--- config.mk ---
export PLATFORM = sky130hd
export DESIGN_NAME = pq_event_buffer
export DESIGN_NICKNAME = d
export VERILOG_FILES = /design/src/rtl/pq_esb_pkg.sv /design/src/rtl/pq_esb_decode.sv /design/src/rtl/pq_esb_cell.sv /design/src/rtl/pq_esb_resp.sv /design/src/rtl/pq_event_buffer.sv
export SDC_FILE = /design/constraint.sdc
export NUM_CORES = 1
export LEC_CHECK = 0
export ABC_CLOCK_PERIOD_IN_PS = 13840
export BUFFER_PORTS_ARGS = -buffer_cell sky130_fd_sc_hd__clkbuf_2
export CORE_UTILIZATION = 55
export DETAILED_ROUTE_END_ITERATION = 12
export PLACE_DENSITY = 0.87
export SLEW_MARGIN = 20
export SYNTH_ARGS = -nofsm -noshare
export SYNTH_HDL_FRONTEND = slang
export SYNTH_HIERARCHICAL = 1
export SYNTH_SLANG_ARGS = --single-unit
--- constraint.sdc ---
create_clock -name clk -period 13.84 [get_ports clk]
set_input_delay 1.384 -clock clk [delete_from_list [all_inputs] [get_ports clk]]
set_output_delay 1.384 -clock clk [all_outputs]
set_load 0.02 [all_outputs]
--- src/rtl/pq_esb_pkg.sv ---
package pq_esb_pkg;

    // Two-bit event state: bit 1 = P (pending), bit 0 = Q (queued/masked)
    typedef enum logic [1:0] {
        PQ_IDLE   = 2'b00,
        PQ_OFF    = 2'b01,
        PQ_PEND   = 2'b10,
        PQ_PEND_Q = 2'b11
    } pq_state_e;

    typedef enum logic [2:0] {
        OP_NONE   = 3'd0,
        OP_TRIG   = 3'd1,
        OP_EOI    = 3'd2,
        OP_UNMASK = 3'd3,
        OP_MASK   = 3'd4
    } esb_op_e;

    // Offsets whose meaning the state machine depends on
    localparam logic [11:0] OFS_LOAD_EOI  = 12'h000;
    localparam logic [11:0] OFS_STORE_EOI = 12'h400;
    localparam logic [11:0] OFS_UNMASK    = 12'hC00;
    localparam logic [11:0] OFS_MASK      = 12'hD00;

endpackage

--- src/rtl/pq_esb_decode.sv ---
module pq_esb_decode
    import pq_esb_pkg::*;
#(
    parameter int OFS_W = 12
) (
    input  logic             is_store,
    input  logic             trig_page,
    input  logic [OFS_W-1:0] offset,
    output esb_op_e          op,
    output logic             undef_load
);

    localparam logic [OFS_W-1:0] K_LOAD_EOI  = OFS_W'(OFS_LOAD_EOI);
    localparam logic [OFS_W-1:0] K_STORE_EOI = OFS_W'(OFS_STORE_EOI);
    localparam logic [OFS_W-1:0] K_UNMASK    = OFS_W'(OFS_UNMASK);
    localparam logic [OFS_W-1:0] K_MASK      = OFS_W'(OFS_MASK);

    always_comb begin
        op         = OP_NONE;
        undef_load = 1'b0;
        if (trig_page) begin
            // any store fires; loads carry no meaning here
            if (is_store) op = OP_TRIG;
            else          undef_load = 1'b1;
        end else if (is_store) begin
            if (offset == K_STORE_EOI) op = OP_EOI;
        end else begin
            unique case (offset)
                K_LOAD_EOI: op = OP_EOI;
                K_UNMASK:   op = OP_UNMASK;
                K_MASK:     op = OP_MASK;
                default:    undef_load = 1'b1;
            endcase
        end
    end

endmodule

--- src/rtl/pq_esb_cell.sv ---
module pq_esb_cell
    import pq_esb_pkg::*;
#(
    parameter pq_state_e RESET_PQ = PQ_OFF
) (
    input  logic      clk,
    input  logic      rst_n,
    input  logic      hit,
    input  esb_op_e   op,
    output pq_state_e pq,
    output logic      fire
);

    pq_state_e state_q, state_d;

    // state register
    always_ff @(posedge clk) begin
        if (!rst_n) state_q <= RESET_PQ;
        else        state_q <= state_d;
    end

    // next state
    always_comb begin
        state_d = state_q;
        if (hit) begin
            unique case (op)
                OP_TRIG: begin
                    unique case (state_q)
                        PQ_IDLE:   state_d = PQ_PEND;
                        PQ_OFF:    state_d = PQ_OFF;
                        PQ_PEND:   state_d = PQ_PEND_Q;
                        PQ_PEND_Q: state_d = PQ_PEND_Q;
                        default:   state_d = state_q;
                    endcase
                end
                OP_EOI: begin
                    unique case (state_q)
                        PQ_IDLE:   state_d = PQ_IDLE;
                        PQ_OFF:    state_d = PQ_PEND;
                        PQ_PEND:   state_d = PQ_IDLE;
                        PQ_PEND_Q: state_d = PQ_PEND;
                        default:   state_d = state_q;
                    endcase
                end
                OP_UNMASK: state_d = PQ_IDLE;
                OP_MASK:   state_d = PQ_OFF;
                default:   state_d = state_q;
            endcase
        end
    end

    // outputs
    always_comb begin
        fire = 1'b0;
        if (hit) begin
            unique case (op)
                OP_TRIG: fire = (state_q == PQ_IDLE);
                OP_EOI:  fire = (state_q == PQ_OFF) || (state_q == PQ_PEND_Q);
                default: fire = 1'b0;
            endcase
        end
    end

    assign pq = state_q;

endmodule

--- src/rtl/pq_esb_resp.sv ---
module pq_esb_resp
    import pq_esb_pkg::*;
#(
    parameter int DATA_W = 64,
    parameter int SRC_W  = 3
) (
    input  logic              clk,
    input  logic              rst_n,
    input  logic              load_ok,
    input  logic              undef_load,
    input  pq_state_e         old_pq,
    input  logic              fire_any,
    input  logic [SRC_W-1:0]  src,
    output logic              rsp_valid,
    output logic [DATA_W-1:0] rsp_data,
    output logic              notify_valid,
    output logic [SRC_W-1:0]  notify_src
);

    logic [DATA_W-1:0] data_d;

    always_comb begin
        if (undef_load) data_d = '1;
        else            data_d = DATA_W'(old_pq);
    end

    always_ff @(posedge clk) begin
        if (!rst_n) begin
            rsp_valid    <= 1'b0;
            rsp_data     <= '0;
            notify_valid <= 1'b0;
            notify_src   <= '0;
        end else begin
            rsp_valid    <= load_ok;
            rsp_data     <= load_ok ? data_d : '0;
            notify_valid <= fire_any;
            notify_src   <= src;
        end
    end

endmodule

--- src/rtl/pq_event_buffer.sv ---
module pq_event_buffer
    import pq_esb_pkg::*;
#(
    parameter int        NUM_SRC  = 8,
    parameter int        DATA_W   = 64,
    parameter int        OFS_W    = 12,
    parameter int        SRC_W    = (NUM_SRC > 1) ? $clog2(NUM_SRC) : 1,
    parameter pq_state_e RESET_PQ = PQ_OFF
) (
    input  logic              clk,
    input  logic              rst_n,
    input  logic              req_valid,
    input  logic              req_write,
    input  logic              req_trig_page,
    input  logic [SRC_W-1:0]  req_src,
    input  logic [OFS_W-1:0]  req_offset,
    output logic              rsp_valid,
    output logic [DATA_W-1:0] rsp_data,
    output logic              notify_valid,
    output logic [SRC_W-1:0]  notify_src
);

    esb_op_e           op;
    logic              dec_undef;
    logic [NUM_SRC-1:0] hit;
    logic [NUM_SRC-1:0] fire;
    pq_state_e         pq_vec [NUM_SRC];
    pq_state_e         old_pq;
    logic              src_ok;
    logic              load_ok;
    logic              undef_all;

    pq_esb_decode #(.OFS_W(OFS_W)) u_decode (
        .is_store   (req_write),
        .trig_page  (req_trig_page),
        .offset     (req_offset),
        .op         (op),
        .undef_load (dec_undef)
    );

    for (genvar g = 0; g < NUM_SRC; g++) begin : g_cell
        assign hit[g] = req_valid && (req_src == SRC_W'(g));
        pq_esb_cell #(.RESET_PQ(RESET_PQ)) u_cell (
            .clk   (clk),
            .rst_n (rst_n),
            .hit   (hit[g]),
            .op    (op),
            .pq    (pq_vec[g]),
            .fire  (fire[g])
        );
    end

    always_comb begin
        old_pq = PQ_OFF;
        src_ok = 1'b0;
        for (int i = 0; i < NUM_SRC; i++) begin
            if (hit[i]) begin
                old_pq = pq_vec[i];
                src_ok = 1'b1;
            end
        end
    end

    assign load_ok   = req_valid && !req_write;
    assign undef_all = dec_undef || !src_ok;

    pq_esb_resp #(.DATA_W(DATA_W), .SRC_W(SRC_W)) u_resp (
        .clk          (clk),
        .rst_n        (rst_n),
        .load_ok      (load_ok),
        .undef_load   (undef_all),
        .old_pq       (old_pq),
        .fire_any     (|fire),
        .src          (req_src),
        .rsp_valid    (rsp_valid),
        .rsp_data     (rsp_data),
        .notify_valid (notify_valid),
        .notify_src   (notify_src)
    );

endmodule

==> metrics <==
status completed; Final Power 0.000158 W; internal power 0.000108 W; count leader, synth buf_4; Syn Inst Count 336; largest net degree at the start of global routing 63; Crit-path slowest cell buf_4; Final #Nets just under 400; area grow syn2layout 5.26%; CTS tree done; clock sink count 24; Synth cell types 42; hold-fix buffer count after cts 0; Data required, critical path 14.01 ns; register cell area after layout roughly 480 µm²; Mapped Avg Cell Area roughly 7.6 µm²; post-synthesis sequential area ratio a little under a fifth; routed vias/inst 5.54; vias post-DR 2325; Max Freq 277 MHz; Fin Clk Skew approximately 0.0058 ns; core area 4410 µm²; CP peak stage delay 0.35 ns; synthesized area 2540 µm²; Synth top area share 18.9%; DR pass1 iterations 4; worst-skew pair later-pin latency approximately 0.27 ns; most frequent cells after synthesis buf_4 (61), nor2_1 (29), inv_1 (25), nand2_1 (25), dfxtp_1 (24); Synth Register Bits 24; clock share of power 31.2%; Detail Placement HPWL 3890 µm; fraction of registers with async set/reset 0%; total net switching power 0.0000498 W; row cnt 24; cts repair resizes 0; # port buffers 88; Core Util, Final 60.7%; crit-path leading delay family simple AND/OR/NAND/NOR gates; io pins 89; Leakage around 1.4 nW; # diodes 0; Die H 70.0 µm; layout cells sized above 1 33.4%; initial antenna violation count 0; endpoints failing setup 0; clock slew at reported path FFs around 0.09 ns; slew margin rel. a little under two thirds; worst path bufs/invs 2; Post-synth EDFFs 0; GPL Wtd Cong 0.856; Total GRT Usage around 22%; Main synth FF type dfxtp_1; worst vdd ir 0.0370 mV; area of the multi-input gates between 1500 and 2000 µm²; CP Capture Type register; deepest clock path buffer count 2; Die Area 4900 µm²; part of the power in registers 44.4%; Comb pwr share 24.3%; Crit Path Category in2reg; grt ovf 0; crit path time final approximately 3.6 ns; root buffer cell clkbuf_8; Post CTS Setup Buffer Count 0; Post-Place Cells 416; Mapped Nets 356; HP Class reg2reg; initial core utilization 57.6%; post-route insts no fill between 400 and 500; DRC Markers 0; Routed Antenna Nets 0; pins over their slew limit 0; top cells by area, synth dfxtp_1 (19%), buf_4 (18%), nand2b_1 (5.4%); wire length per cell approximately 13 µm; final wirelength 5420 µm; vias in the first global route 2081; CP startpoint kind primary input; Fillers 401; final hold viol count 0; Critical Path Fanout Max 40; Die Width 70.0 µm; period utilisation layout about a quarter; switching share of power 31.5%; DRT iter0 DRCs around 210; CTS buffer count 3; pwr dens roughly 59 nW/µm²; Max Cap Viol 0; first-pass GRT wire length 9230 µm; post-route setup TNS 0 ns; CP cell instances clkbuf_2 > nor4_2 > nand3_1 > o41ai_4 > buf_4 > nand2b_1 > a2bb2oi_1 > nor3_1 > nor4_1 > nand2_1 > and2_2; H-tree depth 1; CP Data Arrival Time 3.78 ns; synth warn 6; leading area contributor after synthesis dfxtp_1; unrepaired setup endpoints after global routing false; Worst-Margin Slew 0.548 ns
-- cell usage in the layout (no fill, tap or decap), types with 9 or more instances in the layout --
cell type / netlist / routed
clkbuf_2: 0 / 88
nor2_1: 29 / 29
nand2_1: 25 / 25
inv_1: 25 / 25
dfxtp_1: 24 / 24
nand2b_1: 22 / 22
a21oi_1: 21 / 21
nor3_1: 11 / 10
nor2b_1: 10 / 10
or2b_1: 9 / 9
-- metrics by stage --
stage	hold slack, ns	setup slack [ns]	area (µm²)
floorplan	0.534	6.72	2540
global placement	0.559	10.16	2620
detailed placement	0.574	10.0	2620
CTS	0.586	10.27	2680
global route	0.645	10.02	2680
finish	0.580	10.24	2680
-- power groups by stage --
stage	Sequential [W]	Clock (W)	Combinational [W]
after CTS	0.0000702	0.0000509	0.0000385
final	0.0000701	0.0000493	0.0000384
after global routing	0.0000703	0.0000537	0.0000417
after global placement	0.0000717	0	0.0000376
after floorplan	0.0000742	0	0.0000306
after detailed placement	0.0000718	0	0.0000384
-- cell type report --
cell class / count / area share, %
Timing Repair Buffer: 92 / 17.6
Clock buffer: 4 / 2.06
Sequential cell: 24 / 17.9
Inverter: 25 / 3.50
Multi-Input combinational cell: 223 / 56.5
Tap cell: 52 / 2.43
-- tightest hold or removal path: cells and delay by family (launching register included) --
kind | cells | cell delay, ns
AO/OA/AOI/OAI | 1 | 0.10
flip-flops | 1 | 0.35
AND/OR/NAND/NOR | 1 | 0.08
-- flip-flops by register name, summed over array words and instances (netlist names) --
register             count
g_cell.u_cell/pq        16
u_resp/notify_valid      1
u_resp/notify_src        3
u_resp/rsp_valid         1
u_resp/rsp_data          3
-- final timing paths --
check                                             from                     end  slack (ns)  cells after the start
worst max-delay path                     req_offset[3]     u_resp/notify_valid       10.24                     11
worst min-delay path            g_cell[7].u_cell/pq[1]  g_cell[7].u_cell/pq[0]        0.58                      2
worst max register to register  g_cell[1].u_cell/pq[0]     u_resp/notify_valid       12.40                      6
worst min register to register  g_cell[7].u_cell/pq[1]  g_cell[7].u_cell/pq[0]        0.58                      2
-- metal layers --
layer,vias to the layer above,GRT usage (%),share of wire (%)
met5,-,0,0
met4,0,5.11,0.70
met2,54,38.5,49
li1,1188,-,-
met3,2,1.44,3.2
met1,1081,29.8,47
-- cells by family after synthesis --
group	share of synthesized area, %
and+or+nand+nor	32.3
muxes	0.836
xor gates and xnor gates	0.344
buffers and inverters	22.5
DFF	18.9
AOI/OAI and AO/OA	25.1
(Power assumes the default switching activity.)
